==> config.mk <==
export PLATFORM = sky130hd
export DESIGN_NAME = supply_rst_gen
export DESIGN_NICKNAME = d
export VERILOG_FILES = /design/src/rtl/supply_rst_pkg.sv /design/src/rtl/supply_rst_dp.sv /design/src/rtl/supply_rst_ctl.sv /design/src/rtl/supply_rst_gen.sv
export SDC_FILE = /design/constraint.sdc
export NUM_CORES = 1
export LEC_CHECK = 0
export CAP_MARGIN = 20
export CORE_ASPECT_RATIO = 1.75
export CORE_UTILIZATION = 30
export DETAILED_ROUTE_END_ITERATION = 8
export GPL_TIMING_DRIVEN = 0
export PLACE_DENSITY_LB_ADDON = 0.3
export SYNTH_ARGS = -nofsm -noshare
export SYNTH_HDL_FRONTEND = slang
export SYNTH_SLANG_ARGS = --single-unit
==> constraint.sdc <==
create_clock -name clk -period 2.05 [get_ports clk]
set_input_delay 0.205 -clock clk [delete_from_list [all_inputs] [get_ports clk]]
set_output_delay 0.205 -clock clk [all_outputs]
set_load 0.03 [all_outputs]
==> src/rtl/supply_rst_pkg.sv <==
package supply_rst_pkg;

  typedef enum logic [1:0] {
    ST_HOLD  = 2'd0,
    ST_DELAY = 2'd1,
    ST_RUN   = 2'd2
  } rstState_t;

  typedef struct packed {
    logic clrCnt;
    logic incCnt;
  } dlyCtl_t;

endpackage

==> src/rtl/supply_rst_dp.sv <==
module supply_rst_dp
  import supply_rst_pkg::*;
#(
  parameter int REACT_CYCLES = 8,
  parameter int FAST_TICKS   = 16,
  parameter int SLOW_TICKS   = 32
) (
  input  logic    clk,
  input  logic    rstSync,
  input  logic    enable,
  input  logic    underVolt,
  input  logic    modeSel0,
  input  logic    modeSel1,
  input  dlyCtl_t ctl,
  output logic    uvValid,
  output logic    delayLast
);

  localparam int MAX_TICKS = (SLOW_TICKS > FAST_TICKS) ? SLOW_TICKS : FAST_TICKS;
  localparam int CNT_W     = $clog2(MAX_TICKS + 1);
  localparam int RCT_W     = $clog2(REACT_CYCLES + 1);

  logic [RCT_W-1:0] reactCnt;
  logic [CNT_W-1:0] tickCnt;
  logic [CNT_W-1:0] tickLimit;
  logic             fastMode;

  // Reaction filter: counts consecutive high samples of underVolt
  always_ff @(posedge clk) begin
    if (rstSync || !enable || !underVolt) begin
      reactCnt <= '0;
      uvValid  <= 1'b0;
    end else if (reactCnt == RCT_W'(REACT_CYCLES - 1)) begin
      uvValid  <= 1'b1;
    end else begin
      reactCnt <= reactCnt + RCT_W'(1);
    end
  end

  // Mode decode: fast only when both select bits are low
  assign fastMode  = !modeSel0 && !modeSel1;
  assign tickLimit = fastMode ? CNT_W'(FAST_TICKS) : CNT_W'(SLOW_TICKS);

  always_ff @(posedge clk) begin
    if (rstSync || !enable || ctl.clrCnt) begin
      tickCnt <= '0;
    end else if (ctl.incCnt) begin
      tickCnt <= tickCnt + CNT_W'(1);
    end
  end

  // >= keeps the delay bounded when the mode changes mid-delay
  assign delayLast = (tickCnt >= (tickLimit - CNT_W'(1)));

  // a confirmed undervoltage implies the input was high on the last cycle
  a_r5_filter_follows_input: assert property (@(posedge clk) disable iff (rstSync)
    uvValid |-> $past(underVolt));

  // a clear strobe from control empties the delay counter
  a_r8_restart_clears: assert property (@(posedge clk) disable iff (rstSync)
    ctl.clrCnt |=> (tickCnt == '0));

endmodule

==> src/rtl/supply_rst_ctl.sv <==
module supply_rst_ctl
  import supply_rst_pkg::*;
(
  input  logic    clk,
  input  logic    rstSync,
  input  logic    enable,
  input  logic    tickEn,
  input  logic    wdFault,
  input  logic    uvValid,
  input  logic    delayLast,
  output dlyCtl_t ctl,
  output logic    resetN,
  output logic    releasePulse
);

  rstState_t state;

  always_comb begin
    ctl.clrCnt = (state != ST_DELAY) || uvValid || wdFault;
    ctl.incCnt = (state == ST_DELAY) && tickEn && !uvValid && !wdFault;
  end

  always_ff @(posedge clk) begin
    if (rstSync || !enable) begin
      state        <= ST_HOLD;
      releasePulse <= 1'b0;
    end else begin
      releasePulse <= 1'b0;
      if (uvValid) begin
        state <= ST_HOLD;
      end else if (wdFault) begin
        state <= ST_DELAY;
      end else begin
        case (state)
          ST_HOLD:  state <= ST_DELAY;
          ST_DELAY: begin
            if (tickEn && delayLast) begin
              state        <= ST_RUN;
              releasePulse <= 1'b1;
            end
          end
          ST_RUN:   state <= ST_RUN;
          default:  state <= ST_HOLD;
        endcase
      end
    end
  end

  assign resetN = (state == ST_RUN);

  // release strobe marks the rising edge of the reset output
  a_r7_pulse_on_rise: assert property (@(posedge clk) disable iff (rstSync)
    $rose(resetN) |-> releasePulse);

  // release strobe lasts a single cycle
  a_r7_pulse_single: assert property (@(posedge clk) disable iff (rstSync)
    releasePulse |=> !releasePulse);

  // disabled block keeps reset asserted
  a_r9_disable_low: assert property (@(posedge clk) disable iff (rstSync)
    !enable |=> !resetN);

  // watchdog fault pulls reset low on the next cycle
  a_r6_fault_low: assert property (@(posedge clk) disable iff (rstSync)
    (enable && wdFault) |=> !resetN);

  // confirmed undervoltage pulls reset low on the next cycle
  a_r1_uv_low: assert property (@(posedge clk) disable iff (rstSync)
    (enable && uvValid) |=> !resetN);

endmodule

==> src/rtl/supply_rst_gen.sv <==
module supply_rst_gen
  import supply_rst_pkg::*;
#(
  parameter int REACT_CYCLES = 8,
  parameter int FAST_TICKS   = 16,
  parameter int SLOW_TICKS   = 32
) (
  input  logic clk,
  input  logic rstSync,
  input  logic enable,
  input  logic tickEn,
  input  logic underVolt,
  input  logic wdFault,
  input  logic modeSel0,
  input  logic modeSel1,
  output logic resetN,
  output logic releasePulse
);

  dlyCtl_t ctl;
  logic    uvValid;
  logic    delayLast;

  supply_rst_dp #(
    .REACT_CYCLES(REACT_CYCLES),
    .FAST_TICKS  (FAST_TICKS),
    .SLOW_TICKS  (SLOW_TICKS)
  ) uDp (
    .clk      (clk),
    .rstSync  (rstSync),
    .enable   (enable),
    .underVolt(underVolt),
    .modeSel0 (modeSel0),
    .modeSel1 (modeSel1),
    .ctl      (ctl),
    .uvValid  (uvValid),
    .delayLast(delayLast)
  );

  supply_rst_ctl uCtl (
    .clk         (clk),
    .rstSync     (rstSync),
    .enable      (enable),
    .tickEn      (tickEn),
    .wdFault     (wdFault),
    .uvValid     (uvValid),
    .delayLast   (delayLast),
    .ctl         (ctl),
    .resetN      (resetN),
    .releasePulse(releasePulse)
  );

endmodule

==> results.md <==
- Worst Path Max Fanout: 3
- Reg2Reg Depth: 6
- P&R area growth vs syn: 22.89%
- GRT overflow: 0
- Slowest Stage Delay on Critical Path: 0.66 ns
- Design Power: roughly 0.52 mW
- DR WL/cell: between 10 and 15 µm
- Clock Pin Slew Worst Setup and Hold Paths: ~0.09 ns
- Final GP Congestion: roughly 0.68
- RSZ-0062 raised after global routing: false
- Global-route wire length before repair: roughly 2100 µm
- FF+latch count, synth: 14
- # DRC: 0
- Status: completed
- Largest net degree at the start of global routing: 11
- Hold Path Depth: 2
- CTS H-Tree Depth: 1
- Total CTS buffers: 3
- Row Count: 22
- Async SR Flop Fraction: 0%
- Seq/Total Area, Yosys: 41.03%
- Crit Path Class: reg2out
- Crit share post-route: approximately 84%
- Layout cell share with drive strength beyond 1: around 6.8%
- Max clock buf depth: 2
- WP data arrival: approximately 1.5 ns
- CP delay by family, top: buffers and inverters
- Max_slew headroom: between 60 and 70%
- Number of port buffers: 9
- Die area: about 2500 µm²
- Synth area leaders: dfxtp_1 (41%), ha_1 (11%), mux2i_1 (7.3%)
- Hold crit path type: reg2reg
- Setup Fix Bufs, Post-CTS: 0
- Max_cap viols: 0
- Avg Vias per Cell: approximately 5.0
- DRT Wirelength: between 1000 and 1500 µm
- Root Driver: clkbuf_4
- Initial antenna violation count: 0
- Fin. max-slew vios: 0
- ANT nets after route: 0
- Mean Syn Cell Area: between 9 and 10 µm²
- Cell chain of the critical path: inv_1 > ha_1 > clkdlybuf4s50_1
- Crit path launch type: flip-flop
- Fmax: around 580 MHz
- Worst path slowest cell: clkdlybuf4s50_1
- Post-cts resize count: 0
- DRT iter0 DRCs: 5
- Clk_skew: ~0.0066 ns
- Critical Path RT: ~1.9 ns
- Synth top area share: just over 40%
- Core box area: ~2100 µm²
- Max IR drop VDD: 0.3003 mV
- Via Count: approximately 560
- Dpl hpwl: roughly 900 µm
- Hold-fix buffers at CTS: 0
- Final Hold Viols: 0
- Leading post-synthesis cells by instance count: dfxtp_1 (14), nor2_1 (9), ha_1 (6)
- Num Clock Sinks: 14
- Final min period: 1.713 ns
- Yosys cell types: 22
- Die W: 38.07 µm
- Clock Latency Late Sink: approximately 0.28 ns
- Number of synthesized flops with an enable pin: 0
- Final setup vio count: 0
- TritonRoute pass-1 iters: 4
- Mapped Nets: 89
- Buf+Inv Stages, Crit Path: 2
- Lkg Pwr: 0.3084 nW
- I/O pin count: 10
- Pwr/cell area: 623.0 nW/µm²
- Final TNS setup: 0 ns
- Die Ht: around 65 µm
- Starting Density: about a third
- Critical Path Stages: 3
- Post-Syn Area: 683.2 µm²
- Count leader, synth: dfxtp_1
- CTS tree: built
- Ant diodes: 0
- Top FF cell, synth: dfxtp_1
- Worst slew pin tran: slightly above 0.5 ns
- Mapped Cells: 75
- Leading area contributor after synthesis: dfxtp_1
- Total Routing Usage GR: around an eighth
- YS warnings: 0
- Endpoint class of the critical path: output pin
- Vias in the first global route: roughly 560
- Nets: about 100
[tightest hold or removal path: stages, from the launching register on]
cell and delay, ns:
dfxtp_1 0.34, inv_1 0.06, a21oi_1 0.05
[routing by layer]
metal  wire [µm]  share of wire, %  track usage (%)
met5           0                 0                0
met4          19               1.6            9.375
met3          41               3.4            2.027
met2         620                52            19.70
met1         519                43            12.47
[report_power, final]
group	leakage, nW	internal [mW]	switching, mW
registers	0.113	0.275	0.00331
logic	0.174	0.0273	0.0213
clock network	0.0210	0.108	0.0877
total	0.308	0.411	0.112
[placed cells by master, fill, tap and decap left out]
| cell | count |
|---|---|
| dfxtp_1 | 14 |
| nor2_1 | 9 |
| clkdlybuf4s50_1 | 9 |
| ha_1 | 6 |
| inv_1 | 5 |
| nand2_1 | 5 |
| a21oi_1 | 5 |
| mux2i_1 | 5 |
| o21ai_0 | 5 |
| nand3_1 | 3 |
| o31ai_1 | 3 |
| clkbuf_4 | 3 |
| nand3b_1 | 2 |
| or4_1 | 2 |
| or3_1 | 2 |
| xnor2_1 | 1 |
| nor4b_1 | 1 |
| nand4bb_1 | 1 |
| buf_4 | 1 |
| xor2_1 | 1 |
| nor3b_1 | 1 |
| and4_1 | 1 |
| or3b_2 | 1 |
| o22ai_1 | 1 |
| clkbuf_8 | 1 |
[cell type report]
cell class / instances / area (µm²)
inverter: 5 / 18.77
clock buffer: 4 / 36.28
multi-input combinational: 55 / 376.6
fill: 212 / 1280
buffer: 1 / 7.507
timing repair buffer: 9 / 90.09
sequential: 14 / 280.3
tap: 24 / 30.03
[sequential cells by signal (all words and copies together), names as in the netlist]
name / flops
uCtl.state: 2
uCtl.releasePulse: 1
uDp.uvValid: 1
uDp.tickCnt: 6
uDp.reactCnt: 4
[logic make-up after synthesis]
logic type               after synthesis  synth area share (%)
AND/OR/NAND/NOR                       28                 22.71
AO/OA/AOI/OAI                         14                 11.54
flip-flops                            14                 41.03
buffers and inverters                  6                 3.847
adder cells (fa/ha/maj)                6                 10.99
multiplexers                           5                 7.326
XOR/XNOR                               2                 2.565
[through the flow]
step           setup slack [ns]  hold slack (ns)  area [µm²]  util [%]  cells
6_report                 0.3368           0.4881       839.6     39.61    112
3_5_place_dp             0.1494           0.4811       803.3     37.90    108
5_1_grt                  0.2737           0.5174       839.6     39.61    112
4_1_cts                  0.3166           0.4927       839.6     39.61    112
3_3_place_gp             0.1631           0.4668       803.3     37.90    108
2_1_floorplan            0.5602           0.3315       683.2         -     75
[worst paths after layout]
check	from	to	slack [ns]
worst min-delay path	uDp.uvValid	uDp.uvValid	0.49
worst max register to register	uCtl.state[1]	uDp.tickCnt[5]	0.41
worst min register to register	uDp.uvValid	uDp.uvValid	0.49
worst max-delay path	uCtl.state[0]	resetN	0.34
Power figures use the tool's default switching activity.
